[config.mk]
export PLATFORM = sky130hd
export DESIGN_NAME = ref_divider
export DESIGN_NICKNAME = d
export VERILOG_FILES = /design/src/rtl/refdiv_pkg.sv /design/src/rtl/refdiv_ratio_ctl.sv /design/src/rtl/refdiv_counter.sv /design/src/rtl/refdiv_pulse_shaper.sv /design/src/rtl/ref_divider.sv
export SDC_FILE = /design/constraint.sdc
export NUM_CORES = 1
export LEC_CHECK = 0
export ABC_AREA = 1
export BUFFER_PORTS_ARGS = -buffer_cell sky130_fd_sc_hd__buf_2
export CAP_MARGIN = 5
export CORE_ASPECT_RATIO = 2
export CORE_MARGIN = 4
export CORE_UTILIZATION = 38
export CTS_CLUSTER_SIZE = 40
export DETAILED_ROUTE_END_ITERATION = 12
export PLACE_DENSITY_LB_ADDON = 0.15
export REMOVE_ABC_BUFFERS = 1
export SLEW_MARGIN = 25
export SYNTH_ARGS = -nofsm -noshare
export SYNTH_HDL_FRONTEND = slang
export SYNTH_HIERARCHICAL = 1
export SYNTH_SLANG_ARGS = --single-unit
[constraint.sdc]
create_clock -name osc_clk -period 4.5 [get_ports osc_clk]
set_input_delay 0.9 -clock osc_clk [delete_from_list [all_inputs] [get_ports osc_clk]]
set_output_delay 0.9 -clock osc_clk [all_outputs]
set_load 0.03 [all_outputs]
[src/rtl/refdiv_pkg.sv]
package refdiv_pkg;

   typedef enum logic {
      DIV_MODE_COUNT = 1'b0,
      DIV_MODE_PASS  = 1'b1
   } div_mode_e;

   // A ratio is unusable when it is zero or sits between bypass and the minimum.
   function automatic logic ratio_illegal(input int value, input int min_legal);
      return (value == 0) || ((value > 1) && (value < min_legal));
   endfunction

endpackage

[src/rtl/refdiv_ratio_ctl.sv]
module refdiv_ratio_ctl
   import refdiv_pkg::*;
#(
   parameter int RATIO_W   = 15,
   parameter int MIN_RATIO = 5,
   parameter int RST_RATIO = 5
) (
   input  logic               clk,
   input  logic               rst_n,
   input  logic               load_i,
   input  logic [RATIO_W-1:0] ratio_i,
   input  logic               term_i,
   output logic [RATIO_W-1:0] next_ratio_o,
   output div_mode_e          mode_o,
   output logic               err_o
);
   localparam logic [RATIO_W-1:0] MIN_V = RATIO_W'(MIN_RATIO);
   localparam logic [RATIO_W-1:0] RST_V = RATIO_W'(RST_RATIO);
   localparam logic [RATIO_W-1:0] ONE_V = RATIO_W'(1);

   logic               illegal;
   logic [RATIO_W-1:0] clean_ratio;
   logic [RATIO_W-1:0] pend_q;
   div_mode_e          mode_q;
   logic               err_q;

   assign illegal     = ratio_illegal(32'(ratio_i), MIN_RATIO);
   assign clean_ratio = illegal ? MIN_V : ratio_i;

   // The pending ratio holds the value for the period after the current one.
   always_ff @(posedge clk or negedge rst_n) begin
      if (!rst_n) begin
         pend_q <= RST_V;
         err_q  <= 1'b0;
      end else if (load_i) begin
         pend_q <= clean_ratio;
         err_q  <= illegal;
      end
   end

   // The mode changes only at a terminal count, together with the reload.
   always_ff @(posedge clk or negedge rst_n) begin
      if (!rst_n) begin
         mode_q <= (RST_V == ONE_V) ? DIV_MODE_PASS : DIV_MODE_COUNT;
      end else if (term_i) begin
         mode_q <= (pend_q == ONE_V) ? DIV_MODE_PASS : DIV_MODE_COUNT;
      end
   end

   assign next_ratio_o = pend_q;
   assign mode_o       = mode_q;
   assign err_o        = err_q;

   assert_illegal_clamped_R6: assert property (@(posedge clk) disable iff (!rst_n)
      (load_i && illegal) |=> (err_o && next_ratio_o == MIN_V));

   assert_legal_clears_R6: assert property (@(posedge clk) disable iff (!rst_n)
      (load_i && !illegal) |=> (!err_o && next_ratio_o == $past(ratio_i)));

   assert_mode_holds_R4: assert property (@(posedge clk) disable iff (!rst_n)
      !term_i |=> $stable(mode_o));

   assert_pending_holds_R4: assert property (@(posedge clk) disable iff (!rst_n)
      !load_i |=> $stable(next_ratio_o));

endmodule

[src/rtl/refdiv_counter.sv]
module refdiv_counter #(
   parameter int RATIO_W   = 15,
   parameter int RST_RATIO = 5
) (
   input  logic               clk,
   input  logic               rst_n,
   input  logic [RATIO_W-1:0] reload_i,
   output logic               term_o
);
   localparam logic [RATIO_W-1:0] RST_V = RATIO_W'(RST_RATIO);
   localparam logic [RATIO_W-1:0] ONE_V = RATIO_W'(1);

   logic [RATIO_W-1:0] cnt_q;

   // Count 1 is terminal. Reloading N makes the next terminal come N edges later.
   assign term_o = (cnt_q == ONE_V);

   always_ff @(posedge clk or negedge rst_n) begin
      if (!rst_n) begin
         cnt_q <= RST_V;
      end else if (term_o) begin
         cnt_q <= reload_i;
      end else begin
         cnt_q <= cnt_q - ONE_V;
      end
   end

   assert_cnt_nonzero_R2: assert property (@(posedge clk) disable iff (!rst_n)
      cnt_q != '0);

   assert_count_step_R2: assert property (@(posedge clk) disable iff (!rst_n)
      !term_o |=> (cnt_q == $past(cnt_q) - ONE_V));

   assert_reload_R4: assert property (@(posedge clk) disable iff (!rst_n)
      term_o |=> (cnt_q == $past(reload_i)));

endmodule

[src/rtl/refdiv_pulse_shaper.sv]
module refdiv_pulse_shaper #(
   parameter int PULSE_CYC   = 4,
   parameter bit HALF_EXTEND = 1'b1
) (
   input  logic clk,
   input  logic rst_n,
   input  logic start_i,
   input  logic bypass_i,
   output logic pulse_o
);
   localparam int PW_W = (PULSE_CYC > 1) ? $clog2(PULSE_CYC) : 1;
   localparam logic [PW_W-1:0] PW_LAST = PW_W'(PULSE_CYC - 1);

   logic            rise_q;
   logic [PW_W-1:0] pw_q;
   logic            shaped;

   // Rising-edge part: high for PULSE_CYC whole cycles from the start edge.
   always_ff @(posedge clk or negedge rst_n) begin
      if (!rst_n) begin
         rise_q <= 1'b0;
         pw_q   <= '0;
      end else if (start_i) begin
         rise_q <= 1'b1;
         pw_q   <= PW_LAST;
      end else if (pw_q != '0) begin
         pw_q   <= pw_q - 1'b1;
      end else begin
         rise_q <= 1'b0;
      end
   end

   generate
      if (HALF_EXTEND) begin : g_half
         logic fall_q;
         // The falling-edge copy keeps the pulse high for an extra half cycle.
         // It overlaps the rising-edge part, so the OR has no gap.
         always_ff @(negedge clk or negedge rst_n) begin
            if (!rst_n) fall_q <= 1'b0;
            else        fall_q <= rise_q;
         end
         assign shaped = rise_q | fall_q;
      end else begin : g_whole
         assign shaped = rise_q;
      end
   endgenerate

   assign pulse_o = bypass_i ? clk : shaped;

   assert_start_high_R3: assert property (@(posedge clk) disable iff (!rst_n)
      start_i |=> (rise_q && pw_q == PW_LAST));

   assert_pulse_ends_R3: assert property (@(posedge clk) disable iff (!rst_n)
      (rise_q && pw_q == '0 && !start_i) |=> !rise_q);

endmodule

[src/rtl/ref_divider.sv]
module ref_divider
   import refdiv_pkg::*;
#(
   parameter int RATIO_W     = 15,
   parameter int MIN_RATIO   = 5,
   parameter int RST_RATIO   = 5,
   parameter int PULSE_CYC   = 4,
   parameter bit HALF_EXTEND = 1'b1
) (
   input  logic               osc_clk,
   input  logic               rst_n,
   input  logic [RATIO_W-1:0] ratio_i,
   input  logic               load_i,
   input  logic               pin_en_i,
   output logic               pd_pulse_o,
   output logic               pin_o,
   output logic               ratio_err_o
);
   localparam int MAX_RATIO = (1 << RATIO_W) - 1;

   generate
      if (RATIO_W < 4 || RATIO_W > 30) begin : g_bad_width
         $error("ref_divider: RATIO_W out of range");
      end
      if (PULSE_CYC < 1) begin : g_bad_pulse
         $error("ref_divider: PULSE_CYC must be at least 1");
      end
      if (MIN_RATIO < PULSE_CYC + 1 || MIN_RATIO > MAX_RATIO) begin : g_bad_min
         $error("ref_divider: MIN_RATIO must exceed the pulse length");
      end
      if (RST_RATIO != 1 && (RST_RATIO < MIN_RATIO || RST_RATIO > MAX_RATIO)) begin : g_bad_rst
         $error("ref_divider: RST_RATIO is not a legal ratio");
      end
   endgenerate

   logic [RATIO_W-1:0] next_ratio;
   div_mode_e          mode;
   logic               term;
   logic               start;
   logic               pulse;

   refdiv_ratio_ctl #(
      .RATIO_W   (RATIO_W),
      .MIN_RATIO (MIN_RATIO),
      .RST_RATIO (RST_RATIO)
   ) u_ctl (
      .clk          (osc_clk),
      .rst_n        (rst_n),
      .load_i       (load_i),
      .ratio_i      (ratio_i),
      .term_i       (term),
      .next_ratio_o (next_ratio),
      .mode_o       (mode),
      .err_o        (ratio_err_o)
   );

   refdiv_counter #(
      .RATIO_W   (RATIO_W),
      .RST_RATIO (RST_RATIO)
   ) u_cnt (
      .clk      (osc_clk),
      .rst_n    (rst_n),
      .reload_i (next_ratio),
      .term_o   (term)
   );

   // A pulse is started only by a terminal count that ends a counted period.
   assign start = term && (mode == DIV_MODE_COUNT);

   refdiv_pulse_shaper #(
      .PULSE_CYC   (PULSE_CYC),
      .HALF_EXTEND (HALF_EXTEND)
   ) u_shape (
      .clk      (osc_clk),
      .rst_n    (rst_n),
      .start_i  (start),
      .bypass_i (mode == DIV_MODE_PASS),
      .pulse_o  (pulse)
   );

   assign pd_pulse_o = pulse;
   assign pin_o      = pin_en_i & pulse;

endmodule

==> out/metrics.cfg, run 1 <==
[status]
outcome = complete, no violations

[min_path]
hp-class = reg -> reg
min_to = u_cnt/cnt_q[13]
min_from = u_ctl/next_ratio_o[13]
min_path_cells = 2

[synthesis]
synthAdderAreaFrac_pct = 1.91
synthXorXnorAreaFrac_pct = 2.68
synth-simple-area-share_pct = 33.8
ys_types = 26
synth_largest_area_cell = dfrtp_1
synth_compound_area_share_pct = 5.49
netlist_instances = 261
synth_commonest_cells = nand2_1, dfrtp_1, inv_1
ys_warn_count = 6
syn_area_mm2 = 0.00196
synth-main-ff-cell = dfrtp_1
seq_area_frac_synth_pct = 46.2
ys_ff_latch = 36
synth_edf_count = 0
avgSynthCellArea_um2 = 7.51
ys_async_sr_fraction_pct = 100
synth_top_family_by_area = simple AND/OR/NAND/NOR gates
yosysMostFrequentCell = nand2_1
synth.top_cell.area_share_pct = 39.6
synthTopCellsByArea = dfrtp_1, nand2_1, dfstp_2, inv_1, nor2_1
synthMuxAreaShare_pct = 0.511

[power]
p_leak_nw = 1.17
switching_share_pct = 20.9
p_comb_share_pct = 5.3
p_total_uw = 837
clock_power_share_pct = 53.7
vdd_drop_max_mv = 0.317
p_per_area_mw_per_mm2 = 354
p_switching_uw = 175
intPower_uw = 661
seqPwrFrac_pct = 41.1

[worst_setup_path]
crit_chain = o21bai_2, nand2_2, buf_8, nand2_4, inv_2, buf_6
slowest_delay_ns = 0.34
worstSetupPathType = reg -> out
cp-end-kind = output pin
rrSetupSlack_ns = 1.70
crit_path_start_kind = flop
r2r-start = u_shape/rise_q
reg2reg_depth = 0
critPathLaunch = u_shape/g_half.fall_q
critPathArrivalTime_ns = 3.57
cp_slowest_cell = dfrtn_1
worstPathRequired_ns = 3.60
cp_max_fo = 2
reg2reg_to = u_shape/g_half.fall_q

[global_routing]
grt_usage_pct = 16.2
grt_pass1_vias = 1699
gr-total-overflow = 0
grt_max_degree = 36
grt_pass1_wl_um = 7340
antenna_found_initial = 0

[sta]
skew_ns = 0.0219
fin_tns_setup_ns = 0
relSlewSlack_pct = 66.7
slew_violations = 0
worstMarginPinSlew_ns = 0.496
setup_viol = 0
rsz0062_at_grt = yes
hold_viol = 0

[die]
dieHeight_um = 110
pin_count = 22
core_mm2 = 0.00495
initial_core_util_pct = 39.6
die_area_mm2 = 0.00644
die-width_um = 58.8
std_cell_rows = 36

[layout]
fin_nets = 315
layout-drive-gt1-share_pct = 24.4
utilization_pct = 47.8
diodes = 0
fillers = 508
stdcell_count = 352
stdcell_area_mm2 = 0.00237
areaGrowthSynthToFinish_pct = 20.7

[drt]
ant_nets = 0
drt_iter0_drc = 38
viasPerCell = 4.57
vias = 1607
drt_wl_total_um = 4330
drc = 0
dr.pass1.iters = 4
post_drt_wl_per_cell_um = 12.3

[placement]
place_area_mm2 = 0.00210
dpl.cell_count = 335
dp_hpwl_um = 3290
gp_congestion = 0.730
portBuffers = 21

[flow_run]
maxCapViolCount = 0

[cts]
cts.clk_slew.worst_paths_ns = 0.07
post_cts_buffers = 0
clk_latency_ns = 0.41
cts_tree = yes
hold_buffers = 0

## layout make-up
type | count | area (µm²) | area share, %
timing repair buffer | 20 | 103 | 4.34
sequential | 36 | 906 | 38.3
clock buffer | 18 | 234 | 9.89
inverter | 35 | 134 | 5.66
clock inverter | 2 | 33.8 | 1.43
multi-input combinational | 184 | 885 | 37.4
tap | 57 | 71.3 | 3.01
## metrics by stage
step | hold slack (ns) | setup slack, ns
6_report | 0.476 | 0.0290
5_1_grt | 0.500 | -0.0521
4_1_cts | 0.480 | -0.0495
3_5_place_dp | 0.461 | 0.579
3_3_place_gp | 0.456 | 0.597
2_1_floorplan | 0.449 | 0.398
## flip-flops by register name, summed over array words and instances (netlist names)
| signal | count |
|---|---|
| u_cnt/cnt_q | 15 |
| u_ctl/next_ratio_o | 15 |
| u_ctl/err_o | 1 |
| u_ctl/mode_o | 1 |
| u_shape/g_half.fall_q | 1 |
| u_shape/rise_q | 1 |
| u_shape/pw_q | 2 |
## worst max-delay path, delay by kind of cell, from the launching register on
family          cells  cell delay [ns]
compound gates      1             0.15
simple gates        2             0.14
buf+inv             3             0.28
flops               1             0.34
## per-layer routing
layer	GRT usage (%)	vias up	wire, µm
met1	14.5	711	1580
met2	28.7	23	2530
li1	-	858	-
met5	0	-	0
met4	13.5	0	142
met3	4.47	15	86
## cell usage in the layout (no fill, tap or decap), drive strengths merged
cell type,Yosys,final
nand4,5,5
mux2i,1,1
buf,5,23
ha,3,3
o21bai,1,1
dfrtp,31,31
dfrtn,1,1
clkbuf,0,15
nor3,1,1
nand3,11,11
inv,36,36
dfstp,4,4
nand2,97,97
bufinv,0,1
o21ai,20,20
nor2,38,38
nand3b,1,1
xnor2,1,1
xor2,5,5
## power by group through the flow
stage	Sequential [mW]	Clock, mW	Combinational [mW]
6_report	0.344	0.449	0.0441
5_1_grt	0.345	0.472	0.0517
4_1_cts	0.344	0.461	0.0454
3_5_place_dp	0.350	0.000197	0.0449
3_3_place_gp	0.350	0.000197	0.0445
2_1_floorplan	0.349	0.000197	0.0200
## logic make-up after synthesis
family,count (synthesis)
AOI/OAI and AO/OA,21
xor gates and xnor gates,6
DFF,36
buffers and inverters,41
and+or+nand+nor,153
muxes,1
adders and majority gates,3
## worst max-delay path by stage
stage,end,cells after the start
after global placement,pin_o,5
after global routing,pin_o,6
final,pin_o,6
after CTS,pin_o,6
after floorplan,pin_o,4
after detailed placement,pin_o,5
## what timing repair did
action,4_1_cts,5_1_grt
pin swaps,2,0
endpoints found under the setup margin,3,2
gates resized for setup,9,1
cloned,0,0
Note: power is estimated with default switching activity, not from simulation.
==> run 2, diff against run 1 <==
--- a/config.mk
+++ b/config.mk
@@ -9,8 +9,8 @@
 export BUFFER_PORTS_ARGS = -buffer_cell sky130_fd_sc_hd__buf_2
 export CAP_MARGIN = 5
 export CORE_ASPECT_RATIO = 2
-export CORE_MARGIN = 4
-export CORE_UTILIZATION = 38
+export CORE_MARGIN = 2
+export CORE_UTILIZATION = 62
 export CTS_CLUSTER_SIZE = 40
 export DETAILED_ROUTE_END_ITERATION = 12
 export PLACE_DENSITY_LB_ADDON = 0.15
==> run 2 against run 1 <==
  * The run now ends with negative setup slack left
  * Final cell count down 7.7%
  * Die area down 43%
  * Utilization up 29 points
  * Setup slack worse by 0.073 ns
  * Sequential share of layout area up 1.2 points
  * Register-to-register slack about the same
  * Clock power down 18%
  * Sequential cell count unchanged
  * Non-clock buffer count unchanged
  * Worst hold slack better by 0.0072 ns
  * Critical path type unchanged
==> out/metrics.cfg, run 2 (synthesis gave the netlist of run 1 again) <==
[cts]
cts_tree = yes
hold_buffers = 0
clk_latency_ns = 0.42
cts.clk_slew.worst_paths_ns = 0.07

[die]
core_mm2 = 0.00298
dieHeight_um = 83.5
std_cell_rows = 28
die-width_um = 43.8
pin_count = 22
die_area_mm2 = 0.00366
initial_core_util_pct = 65.8

[power]
clock_power_share_pct = 48.6
vdd_drop_max_mv = 0.334
intPower_uw = 588
switching_share_pct = 22.8
seqPwrFrac_pct = 45.4
p_leak_nw = 1.15
p_per_area_mw_per_mm2 = 332
p_switching_uw = 174
p_comb_share_pct = 6.1

[worst_setup_path]
worstSetupPathType = reg -> out
slowest_delay_ns = 0.34
critPathArrivalTime_ns = 3.64
reg2reg_depth = 0
cp_num_cells = 6
crit_path_start_kind = flop
worst-path-buf-inv = 3
cp-end-kind = output pin
cp_slowest_cell = dfrtn_1
crit_top_cell = nand2_2
crit_chain = o21bai_2, nand2_2, buf_8, nand2_2, inv_2, buf_6
worstPathRequired_ns = 3.60
critPathTopFamily = flip-flops
cp_max_fo = 2

[sta]
worstMarginPinSlew_ns = 0.547
rsz0062_at_grt = yes
slew_violations = 0
skew_ns = 0.0185
relSlewSlack_pct = 63.3
worst_slack_ns = -0.0439
whs_ns = 0.484
setup_viol = 2
hold_viol = 0
fin_tns_setup_ns = -0.0439

[status]
outcome = finished with violations
violations = negative setup slack

[placement]
place_ws_ns = 0.593
dp_hpwl_um = 3180
portBuffers = 21
gp_congestion = 0.906

[global_routing]
grt_max_degree = 36
grt_pass1_vias = 1989
grt_usage_pct = 30.9
antenna_found_initial = 0
gr-total-overflow = 0
grt_pass1_wl_um = 7950

[drt]
wl_met1_um = 1560
routed.top_layer = met4
drt_wl_total_um = 4680
ant_nets = 0
wl_met3_um = 166
wl_met2_um = 2700
drc = 0
viasPerCell = 5.40
dr.pass1.iters = 5
drt_iter0_drc = 26
post_drt_wl_per_cell_um = 14.4
vias = 1756

[layout]
areaGrowthSynthToFinish_pct = 17.0
fillers = 226
layout_commonest_cell = nand2_1
diodes = 0
layout-drive-gt1-share_pct = 24.4
fin_nets = 315
mostFrequentLayoutCells = nand2_1, dfrtp_1, inv_1
utilization_pct = 77.0

[min_path]
min_path_cells = 2
hp-class = reg -> reg

[flow_run]
maxCapViolCount = 0

## run 2: changes by cell type in the layout (fill, tap and decap cells not counted), sizes merged
| cell | delta |
|---|---|
| clkinv | +2 |
| clkbuf | -1 |
| bufinv | -1 |
## run 2: power by group through the flow
stage | clock network, mW | logic (mW) | registers [mW]
5_1_grt | 0.395 | 0.0526 | 0.347
6_report | 0.370 | 0.0461 | 0.346
2_1_floorplan | 0.000197 | 0.0200 | 0.349
4_1_cts | 0.377 | 0.0458 | 0.346
3_5_place_dp | 0.000197 | 0.0438 | 0.351
3_3_place_gp | 0.000197 | 0.0424 | 0.350
## run 2: per-stage QoR
stage	total power, mW	cells	cell area, µm²
after floorplan	0.369	256	1910
after global routing	0.794	325	2290
after detailed placement	0.395	308	2060
final	0.762	325	2290
after CTS	0.768	325	2290
after global placement	0.393	308	2060
## run 2: worst paths after layout
path,startpoint,to,slack [ns]
max,u_shape/g_half.fall_q,pin_o,-0.04
min,u_ctl/next_ratio_o[7],u_cnt/cnt_q[7],0.48
max reg2reg,u_shape/rise_q,u_shape/g_half.fall_q,1.70
min reg2reg,u_ctl/next_ratio_o[7],u_cnt/cnt_q[7],0.48
max in group asynchronous,rst_n,u_shape/g_half.fall_q,1.99
min in group asynchronous,rst_n,u_shape/rise_q,0.55
## run 2: layout make-up
cell class                      instances  area [µm²]  area share (%)
Inverter                               35         134            5.84
Clock inverter                          3        13.8           0.600
Tap cell                               30        37.5            1.64
Sequential cell                        36         906            39.5
Timing Repair Buffer                   20         103            4.47
Multi-Input combinational cell        184         880            38.4
Clock buffer                           17         220            9.60
## run 2: repair_timing
action	4_1_cts	5_1_grt
endpoints found under the setup margin	3	2
gates resized for setup	8	1
setup buffers	0	0
pin swaps	2	0
## run 2: per-layer routing
layer | GRT usage, % | vias up
li1 | - | 864
met1 | 26.5 | 812
met2 | 53.5 | 55
met3 | 8.23 | 25
met4 | 26.7 | 0
met5 | 0 | -
